## src/rtl/pwm_pkg.sv

```systemverilog
package pwm_pkg;

    typedef enum logic [1:0] {
        SEL_PRESCALE = 2'd0,
        SEL_PERIOD   = 2'd1,
        SEL_DUTY     = 2'd2,
        SEL_RUN      = 2'd3
    } reg_sel_e;

endpackage

```

## src/rtl/pwm_regs.sv

```systemverilog
module pwm_regs
    import pwm_pkg::*;
#(
    parameter int DATA_W = 32,
    parameter int PRE_W  = 8,
    parameter int CNT_W  = 8
) (
    input  logic              clk,
    input  logic              rst_n,
    input  logic              bus_valid_i,
    input  logic              bus_write_i,
    input  logic [1:0]        bus_addr_i,
    input  logic [DATA_W-1:0] bus_wdata_i,
    output logic [DATA_W-1:0] bus_rdata_o,
    output logic [PRE_W-1:0]  pre_o,
    output logic [CNT_W-1:0]  cmt_mod_o,
    output logic [CNT_W-1:0]  cmt_duty_o,
    output logic              run_o,
    output logic              commit_o
);

    typedef struct packed {
        logic [PRE_W-1:0] pre;
        logic [CNT_W-1:0] mod_stage;
        logic [CNT_W-1:0] cmt_mod;
        logic [CNT_W-1:0] cmt_duty;
        logic             run;
    } regs_t;

    regs_t    s_d, s_q;
    logic     wr_en, rd_en;
    reg_sel_e sel;

    always_comb begin
        s_d         = s_q;
        sel         = reg_sel_e'(bus_addr_i);
        wr_en       = bus_valid_i && bus_write_i;
        rd_en       = bus_valid_i && !bus_write_i;
        commit_o    = wr_en && (sel == SEL_DUTY);
        bus_rdata_o = '0;
        if (wr_en) begin
            case (sel)
                SEL_PRESCALE: s_d.pre       = bus_wdata_i[PRE_W-1:0];
                SEL_PERIOD:   s_d.mod_stage = bus_wdata_i[CNT_W-1:0];
                SEL_DUTY: begin
                    s_d.cmt_mod  = s_q.mod_stage;
                    s_d.cmt_duty = bus_wdata_i[CNT_W-1:0];
                end
                default:      s_d.run       = bus_wdata_i[0];
            endcase
        end
        if (rd_en) begin
            case (sel)
                SEL_PRESCALE: bus_rdata_o[PRE_W-1:0] = s_q.pre;
                SEL_PERIOD:   bus_rdata_o[CNT_W-1:0] = s_q.cmt_mod;
                SEL_DUTY:     bus_rdata_o[CNT_W-1:0] = s_q.cmt_duty;
                default:      bus_rdata_o[0]         = s_q.run;
            endcase
        end
    end

    always_ff @(posedge clk or negedge rst_n) begin
        if (!rst_n) s_q <= '0;
        else        s_q <= s_d;
    end

    assign pre_o      = s_q.pre;
    assign cmt_mod_o  = s_q.cmt_mod;
    assign cmt_duty_o = s_q.cmt_duty;
    assign run_o      = s_q.run;


    stage_only_chk: assert property (@(posedge clk) disable iff (!rst_n)
        (bus_valid_i && bus_write_i && bus_addr_i == 2'd1) |=> $stable(cmt_mod_o));


    commit_pair_chk: assert property (@(posedge clk) disable iff (!rst_n)
        commit_o |=> (cmt_duty_o == $past(bus_wdata_i[CNT_W-1:0])) && (cmt_mod_o == $past(s_q.mod_stage)));

endmodule

```

## src/rtl/pwm_prescaler.sv

```systemverilog
module pwm_prescaler #(
    parameter int PRE_W = 8
) (
    input  logic             clk,
    input  logic             rst_n,
    input  logic             run_i,
    input  logic [PRE_W-1:0] pre_i,
    output logic             tick_o
);

    typedef struct packed {
        logic [PRE_W-1:0] cnt;
    } pre_t;

    pre_t s_d, s_q;

    always_comb begin
        s_d    = s_q;
        // ">=" ends a step promptly when prescale is lowered mid-step
        tick_o = run_i && (s_q.cnt >= pre_i);
        if (!run_i || tick_o) s_d.cnt = '0;
        else                  s_d.cnt = s_q.cnt + 1'b1;
    end

    always_ff @(posedge clk or negedge rst_n) begin
        if (!rst_n) s_q <= '0;
        else        s_q <= s_d;
    end


    step_advance_chk: assert property (@(posedge clk) disable iff (!rst_n)
        (run_i && !tick_o) |=> (s_q.cnt == $past(s_q.cnt) + 1'b1) || !run_i);

endmodule

```

## src/rtl/pwm_period.sv

```systemverilog
module pwm_period #(
    parameter int CNT_W = 8
) (
    input  logic             clk,
    input  logic             rst_n,
    input  logic             run_i,
    input  logic             tick_i,
    input  logic             commit_i,
    input  logic [CNT_W-1:0] cmt_mod_i,
    input  logic [CNT_W-1:0] cmt_duty_i,
    output logic             pwm_o
);

    typedef struct packed {
        logic [CNT_W-1:0] cnt;
        logic [CNT_W-1:0] act_mod;
        logic [CNT_W-1:0] act_duty;
        logic             pend;
    } per_t;

    per_t             s_d, s_q;
    logic [CNT_W-1:0] last;
    logic             boundary, load;

    always_comb begin
        s_d      = s_q;
        // a period of zero steps behaves as one step
        last     = (s_q.act_mod == '0) ? '0 : s_q.act_mod - 1'b1;
        boundary = run_i && tick_i && (s_q.cnt >= last);
        load     = s_q.pend && (!run_i || boundary);
        if (!run_i)         s_d.cnt = '0;
        else if (boundary)  s_d.cnt = '0;
        else if (tick_i)    s_d.cnt = s_q.cnt + 1'b1;
        if (load) begin
            s_d.act_mod  = cmt_mod_i;
            s_d.act_duty = cmt_duty_i;
        end
        if (commit_i)  s_d.pend = 1'b1;
        else if (load) s_d.pend = 1'b0;
    end

    always_ff @(posedge clk or negedge rst_n) begin
        if (!rst_n) s_q <= '0;
        else        s_q <= s_d;
    end

    assign pwm_o = run_i && (s_q.cnt < s_q.act_duty);


    cnt_range_chk: assert property (@(posedge clk) disable iff (!rst_n)
        run_i |-> (s_q.cnt <= last));


    act_hold_chk: assert property (@(posedge clk) disable iff (!rst_n)
        !s_q.pend |=> ($stable(s_q.act_mod) && $stable(s_q.act_duty)));


    start_zero_chk: assert property (@(posedge clk) disable iff (!rst_n)
        $rose(run_i) |-> (s_q.cnt == '0));


    stop_low_chk: assert property (@(posedge clk) disable iff (!rst_n)
        $fell(run_i) |-> (s_q.cnt == '0 || !pwm_o));

endmodule

```

## src/rtl/pwm_shadow_chan.sv

```systemverilog
module pwm_shadow_chan #(
    parameter int DATA_W = 32,
    parameter int PRE_W  = 8,
    parameter int CNT_W  = 8
) (
    input  logic              clk,
    input  logic              rst_n,
    input  logic              bus_valid,
    input  logic              bus_write,
    input  logic [1:0]        bus_addr,
    input  logic [DATA_W-1:0] bus_wdata,
    output logic [DATA_W-1:0] bus_rdata,
    output logic              pwm_out
);

    logic [PRE_W-1:0] pre;
    logic [CNT_W-1:0] cmt_mod, cmt_duty;
    logic             run, commit, tick;

    pwm_regs #(.DATA_W(DATA_W), .PRE_W(PRE_W), .CNT_W(CNT_W)) u_regs (
        .clk(clk), .rst_n(rst_n),
        .bus_valid_i(bus_valid), .bus_write_i(bus_write),
        .bus_addr_i(bus_addr), .bus_wdata_i(bus_wdata), .bus_rdata_o(bus_rdata),
        .pre_o(pre), .cmt_mod_o(cmt_mod), .cmt_duty_o(cmt_duty),
        .run_o(run), .commit_o(commit)
    );

    pwm_prescaler #(.PRE_W(PRE_W)) u_pre (
        .clk(clk), .rst_n(rst_n), .run_i(run), .pre_i(pre), .tick_o(tick)
    );

    pwm_period #(.CNT_W(CNT_W)) u_per (
        .clk(clk), .rst_n(rst_n), .run_i(run), .tick_i(tick),
        .commit_i(commit), .cmt_mod_i(cmt_mod), .cmt_duty_i(cmt_duty),
        .pwm_o(pwm_out)
    );


    stopped_low_chk: assert property (@(posedge clk) disable iff (!rst_n)
        (bus_valid && bus_write && bus_addr == 2'd3 && !bus_wdata[0]) |=> !pwm_out);

endmodule

```

## config.mk

```make
export PLATFORM = sky130hd
export DESIGN_NAME = pwm_shadow_chan
export DESIGN_NICKNAME = d
export VERILOG_FILES = /design/src/rtl/pwm_pkg.sv /design/src/rtl/pwm_regs.sv /design/src/rtl/pwm_prescaler.sv /design/src/rtl/pwm_period.sv /design/src/rtl/pwm_shadow_chan.sv
export SDC_FILE = /design/constraint.sdc
export NUM_CORES = 1
export LEC_CHECK = 0
export CAP_MARGIN = 30
export CELL_PAD_IN_SITES_DETAIL_PLACEMENT = 0
export CELL_PAD_IN_SITES_GLOBAL_PLACEMENT = 1
export CORE_MARGIN = 4
export CORE_UTILIZATION = 42
export DETAILED_ROUTE_END_ITERATION = 10
export PLACE_DENSITY = 0.9
export SLEW_MARGIN = 20
export SYNTH_ARGS = -nofsm -noshare
export SYNTH_HDL_FRONTEND = slang
export SYNTH_HIERARCHICAL = 1
export SYNTH_SLANG_ARGS = --single-unit
```

## constraint.sdc

```tcl
create_clock -name clk -period 3.2 [get_ports clk]
set_input_delay 0.96 -clock clk [delete_from_list [all_inputs] [get_ports clk]]
set_output_delay 0.96 -clock clk [all_outputs]
set_load 0.02 [all_outputs]
```

* Yosys cells after proc, flatten, opt, wreduce, memory -nomap -nowiden *
Cells that the tools add are included.

operators by class
  muxes and demuxes = 10
  bitwise logic cells = 1
  add/sub/neg operators = 3
  equality and inequality tests = 3
  magnitude comparators = 3
  reduce and logical (&&, ||, !) cells = 20

operator list
  kind                   count
  $mux W8                6
  $pmux W7 S3            1
  $add A8 B1 Y8 const B  2
  $ge A8 B8 Y1           2
  $logic_and A1 B1 Y1    8
  $logic_not A8 Y1       1
  $lt A8 B8 Y1           1
  $reduce_and A2 Y1      4
  $sub A8 B1 Y8 const B  1
  $ne A3 B1 Y1 const B   1
  $pmux W1 S3            1
  $reduce_or A3 Y1       1
  $eq A2 B1 Y1 const B   1
  $eq A2 B2 Y1 const B   1
  $logic_not A1 Y1       2
  $logic_not A2 Y1       1
  $logic_or A1 B1 Y1     2
  $mux W1                2
  $reduce_bool A2 Y1     1
  $not A1 Y1             1

word-level totals
  output and inout bits = 33
  register bits after elaboration = 66
  logic and storage cells = 50

* Longest topological paths before layout *
  depth after elaboration = 8
  mapped depth = 13
  gate-level depth less buffers = 12

* Modules after synthesis *
Netlist, hierarchy kept.

by module, submodules not included
  module         instances  area an instance (um2)  cells each
  pwm_regs       1          1945.6                  159
  pwm_period     1          1626.6                  152
  pwm_prescaler  1          578.1                   59

* Least setup slack after synthesis *
Ideal clock, no wire load.

  path type = input -> output
  start point = input bus_addr[0]
  end point = output bus_rdata[1]
  setup slack = 0.192 ns
  data required time = 2.240 ns
  data arrival time = 2.048 ns
  cell stages on the path = 5
  path through = buf_4 buf_4 nand2_1 nand3b_1 a211oi_1

between the ends
  word-level cells in the longest chain between the ends = 3
  elaborated cells on any way between the ends = 5
  those cells by class = 2 x eq/ne; 2 x mux; 1 x reduce/logical

RTL lines
  item                                        RTL line               text
  start, declared                             pwm_shadow_chan.sv:10  input logic [1:0] bus_addr,
  $eq A2 B2 Y1, or another cell as far along  pwm_regs.sv:53         case (sel)
  $pmux W7 S3 *                               pwm_regs.sv:53
  $mux W8 *                                   pwm_regs.sv:52         if (rd_en) begin
  end, declared                               pwm_shadow_chan.sv:12  output logic [DATA_W-1:0] bus_rdata,

Every way passes the cells marked *; elsewhere a longest branch is shown, timed or not.

* Worst setup path in the final report *
  start point = input bus_write
  end point = output bus_rdata[6]

between the ends
  word-level cells in the longest chain between the ends = 3

RTL lines
  item                 RTL line              text
  start, declared      pwm_shadow_chan.sv:9  input logic bus_write,
  $logic_not A1 Y1     pwm_regs.sv:38        rd_en = bus_valid_i && !bus_write_i;
  $logic_and A1 B1 Y1  pwm_regs.sv:38
  $mux W8              pwm_regs.sv:52

No other way between the ends.

==> key figures <==
Critical path
  • Kind of critical path: input pin to primary output
  • Slowest cell on the critical path: clkdlybuf4s50_1
  • Arrival time worst endpoint: 2210 ps
  • Critical Path, Cell by Cell: clkdlybuf4s50_1 -> nand3b_1 -> buf_4 -> a211oi_1 -> clkdlybuf4s15_2
  • Max incr delay on CP: 420 ps
  • CP Launch Type: input pin
  • Crit path max fanout: 7
  • Worst endpoint required time: 2240 ps
  • CP top delay family: buffers and inverters
  • Reg2Reg Depth: 11
  • Setup crit end kind: primary output
  • R2R Setup Slk: 140 ps
  • R2R Path Start: u_per/s_q[12]
  • WP buf/inv: 3
  • R2r endpoint: u_per/s_q[3]

Detailed routing
  • Routed length per instance: 14.9 µm
  • Drt pass-1 iters: 4
  • DRC: 0
  • DRT antenna net count: 0
  • Vias: 2608
  • DR iter-0 viols: 86
  • Post-DR vias/cell: 4.98
  • Routed WL: 7790 µm

Clock network
  • Worst-skew pair later-pin latency: approximately 340 ps
  • H-tree levels: 3
  • CTS sink count: 66
  • Reg clk slew, reported paths: 70 ps
  • CTS Root Cell: clkbuf_8
  • TritonCTS clock tree: yes
  • Max clock buf depth: 2
  • Total CTS buffers: 9

Floorplan
  • Die width: 107 µm
  • Row Count: 36
  • Starting Density: 42.9%
  • Core footprint: 9680 µm²
  • Top-Level Pins: 71
  • Die H: 107 µm
  • Die Area: 11500 µm²

Timing
  • Max Fclk: between 300 and 400 MHz
  • Final-report setup violation count: 0
  • Min Tclk post-route: 3170 ps
  • Skew final: approximately 11 ps
  • Final worst path period share: 99.1%
  • Final hold vios: 0
  • Slew headroom: 54.4%
  • Worst hold margin: about 500 ps
  • Post-route setup slack: 29.0 ps
  • Worst-margin pin slew: 684 ps
  • Max-slew violations: 0

Pwr
  • Clock share of power: 20.3%
  • Switching part of the total: 35.2%
  • Pwr Total: between 3000 and 4000 µW
  • Comb power frac: 38.2%
  • P_leak: 0.00216 µW
  • Net Sw Power: 1060 µW
  • Internal power: between 1500 and 2000 µW
  • PD cells: 662 nW/µm²
  • VDD IR max: between 0.3 and 0.4 mV
  • Flop pwr share: 41.5%

Global routing
  • Total gr overflow: 0
  • Vias in the first global route: approximately 2600
  • Largest net degree at the start of global routing: 39
  • Initial antenna violation count: 0
  • First-pass GRT wire length: 12500 µm
  • GRT Total Usage: between 10 and 15%

Finish
  • Fin cells: ~520
  • Post-layout util: 46.8%
  • Commonest non-fill, non-tap cells in the layout: 65 x dfrtp_1, 29 x mux2_2, 26 x ha_1
  • Fraction of layout instances using a drive strength above 1: 28.1%
  • # diodes: 0
  • Commonest non-fill, non-tap cell in the layout: dfrtp_1
  • Nets: 450
  • Area grow syn2layout: 9.23%

Logic synthesis
  • Register area share after synthesis: about two fifths
  • Ys Warns: 6
  • Biggest area consumer among synthesized cells: dfrtp_1
  • Synth Area per Inst: 11.2 µm²
  • Gate Count Post-Synth: 370
  • Top-area cell type share of the netlist area: 39.8%
  • Synthesized area: 4150 µm²
  • Fraction of registers with async set/reset: 100%
  • FF+latch count, synth: 66
  • Post-synth EDFFs: 0
  • Synth area leaders: dfrtp_1 40%, buf_4 9.2%, mux2_2 7.9%
  • Synth Flop Type: dfrtp_1
  • Synth cell types: 58

Place
  • PortBufs: 22
  • Final GP Congestion: 0.809
  • DP Cell Count: 504
  • Place WS: -674 ps
  • Post-DP HPWL: 5760 µm

Status
  • Outcome: finished clean

Hold path
  • Hold WC Path Type: register to register
  • WHS Endpoint: u_regs/cmt_mod_o[4]
  • HP Start: u_regs/s_q[21]
  • Hold Path Stages: 1

Job
  • MaxCap Viol Count: 0
==> routing by layer <==
metal	vias up	GRT usage [%]	wire length, µm
met5	-	0	0
met4	0	4.69	135
met3	13	3.06	220
met2	41	25.3	4190
met1	1297	15.7	3240
li1	1257	-	-
==> how the worst max path moves through the flow <==
stage                   from            to  slack, ps  cells past startpoint
4_1_cts            bus_write  bus_rdata[1]        -80                      5
3_3_place_gp     bus_addr[0]  bus_rdata[5]       -650                      6
6_report           bus_write  bus_rdata[6]         30                      5
2_1_floorplan    bus_addr[0]  bus_rdata[1]        190                      5
5_1_grt        u_per/s_q[12]  u_per/s_q[7]        -20                     11
3_5_place_dp     bus_addr[0]  bus_rdata[1]       -670                      6
==> kinds of logic (layout without fill, tap and decap cells) <==
| logic type | count (synthesis) | count (layout) | synth area share, % |
|---|---|---|---|
| simple gates | 89 | 89 | 12.8 |
| mux | 51 | 51 | 15.8 |
| other cells | 1 | 24 | 0.0904 |
| fa+ha+maj | 26 | 26 | 7.84 |
| buf+inv | 81 | 79 | 12.6 |
| flops | 66 | 66 | 39.8 |
| compound gates | 44 | 44 | 8.53 |
| xor+xnor | 12 | 12 | 2.53 |
==> power groups by stage <==
stage / Sequential, µW / Clock [µW] / Combinational [µW]
finish: 1250 / 609 / 1150
global route: 1270 / 671 / 1280
CTS: 1240 / 625 / 1090
detailed placement: 1260 / 0 / 1090
global placement: 1240 / 0 / 1050
floorplan: 1190 / 0 / 1000
==> flip-flops by register name (all words and copies together) (netlist names) <==
name	count
u_per/s_q	25
u_pre/s_q	8
u_regs/cmt_duty_o	8
u_regs/cmt_mod_o	8
u_regs/pre_o	8
u_regs/s_q	8
u_regs/run_o	1
==> synth_stat cells (10+ instances only) <==
| library cell | n |
|---|---|
| dfrtp_1 | 66 |
| buf_4 | 51 |
| mux2_2 | 29 |
| ha_1 | 26 |
| inv_1 | 24 |
| mux2_4 | 19 |
| nor2_1 | 16 |
| a211oi_1 | 14 |
| nand3_1 | 12 |
| nand2b_1 | 10 |
==> area by class of cell <==
cell class              instances  area [µm²]
flip-flops and latches         66        1650
fillers                       878        5150
clock buffers                  11         141
clock inverters                 5        30.0
well taps                     133         166
inverters                      24        90.1
multi-input cells             246        2090
repair buffers                 39         363
==> per-stage QoR <==
stage	area [µm²]	TNS [ps]
after floorplan	4240	0
after global placement	4310	-4800
after detailed placement	4310	-4900
after CTS	4480	-150
after global routing	4530	-115
final	4530	0
==> what timing repair did <==
item	CTS	global route
buffers inserted	1	1
endpoints found under the setup margin	9	9
hold buffers	0	0
gates cloned	1	1
gates resized for setup	38	10
pin swaps	0	2
(Power assumes the default switching activity.)
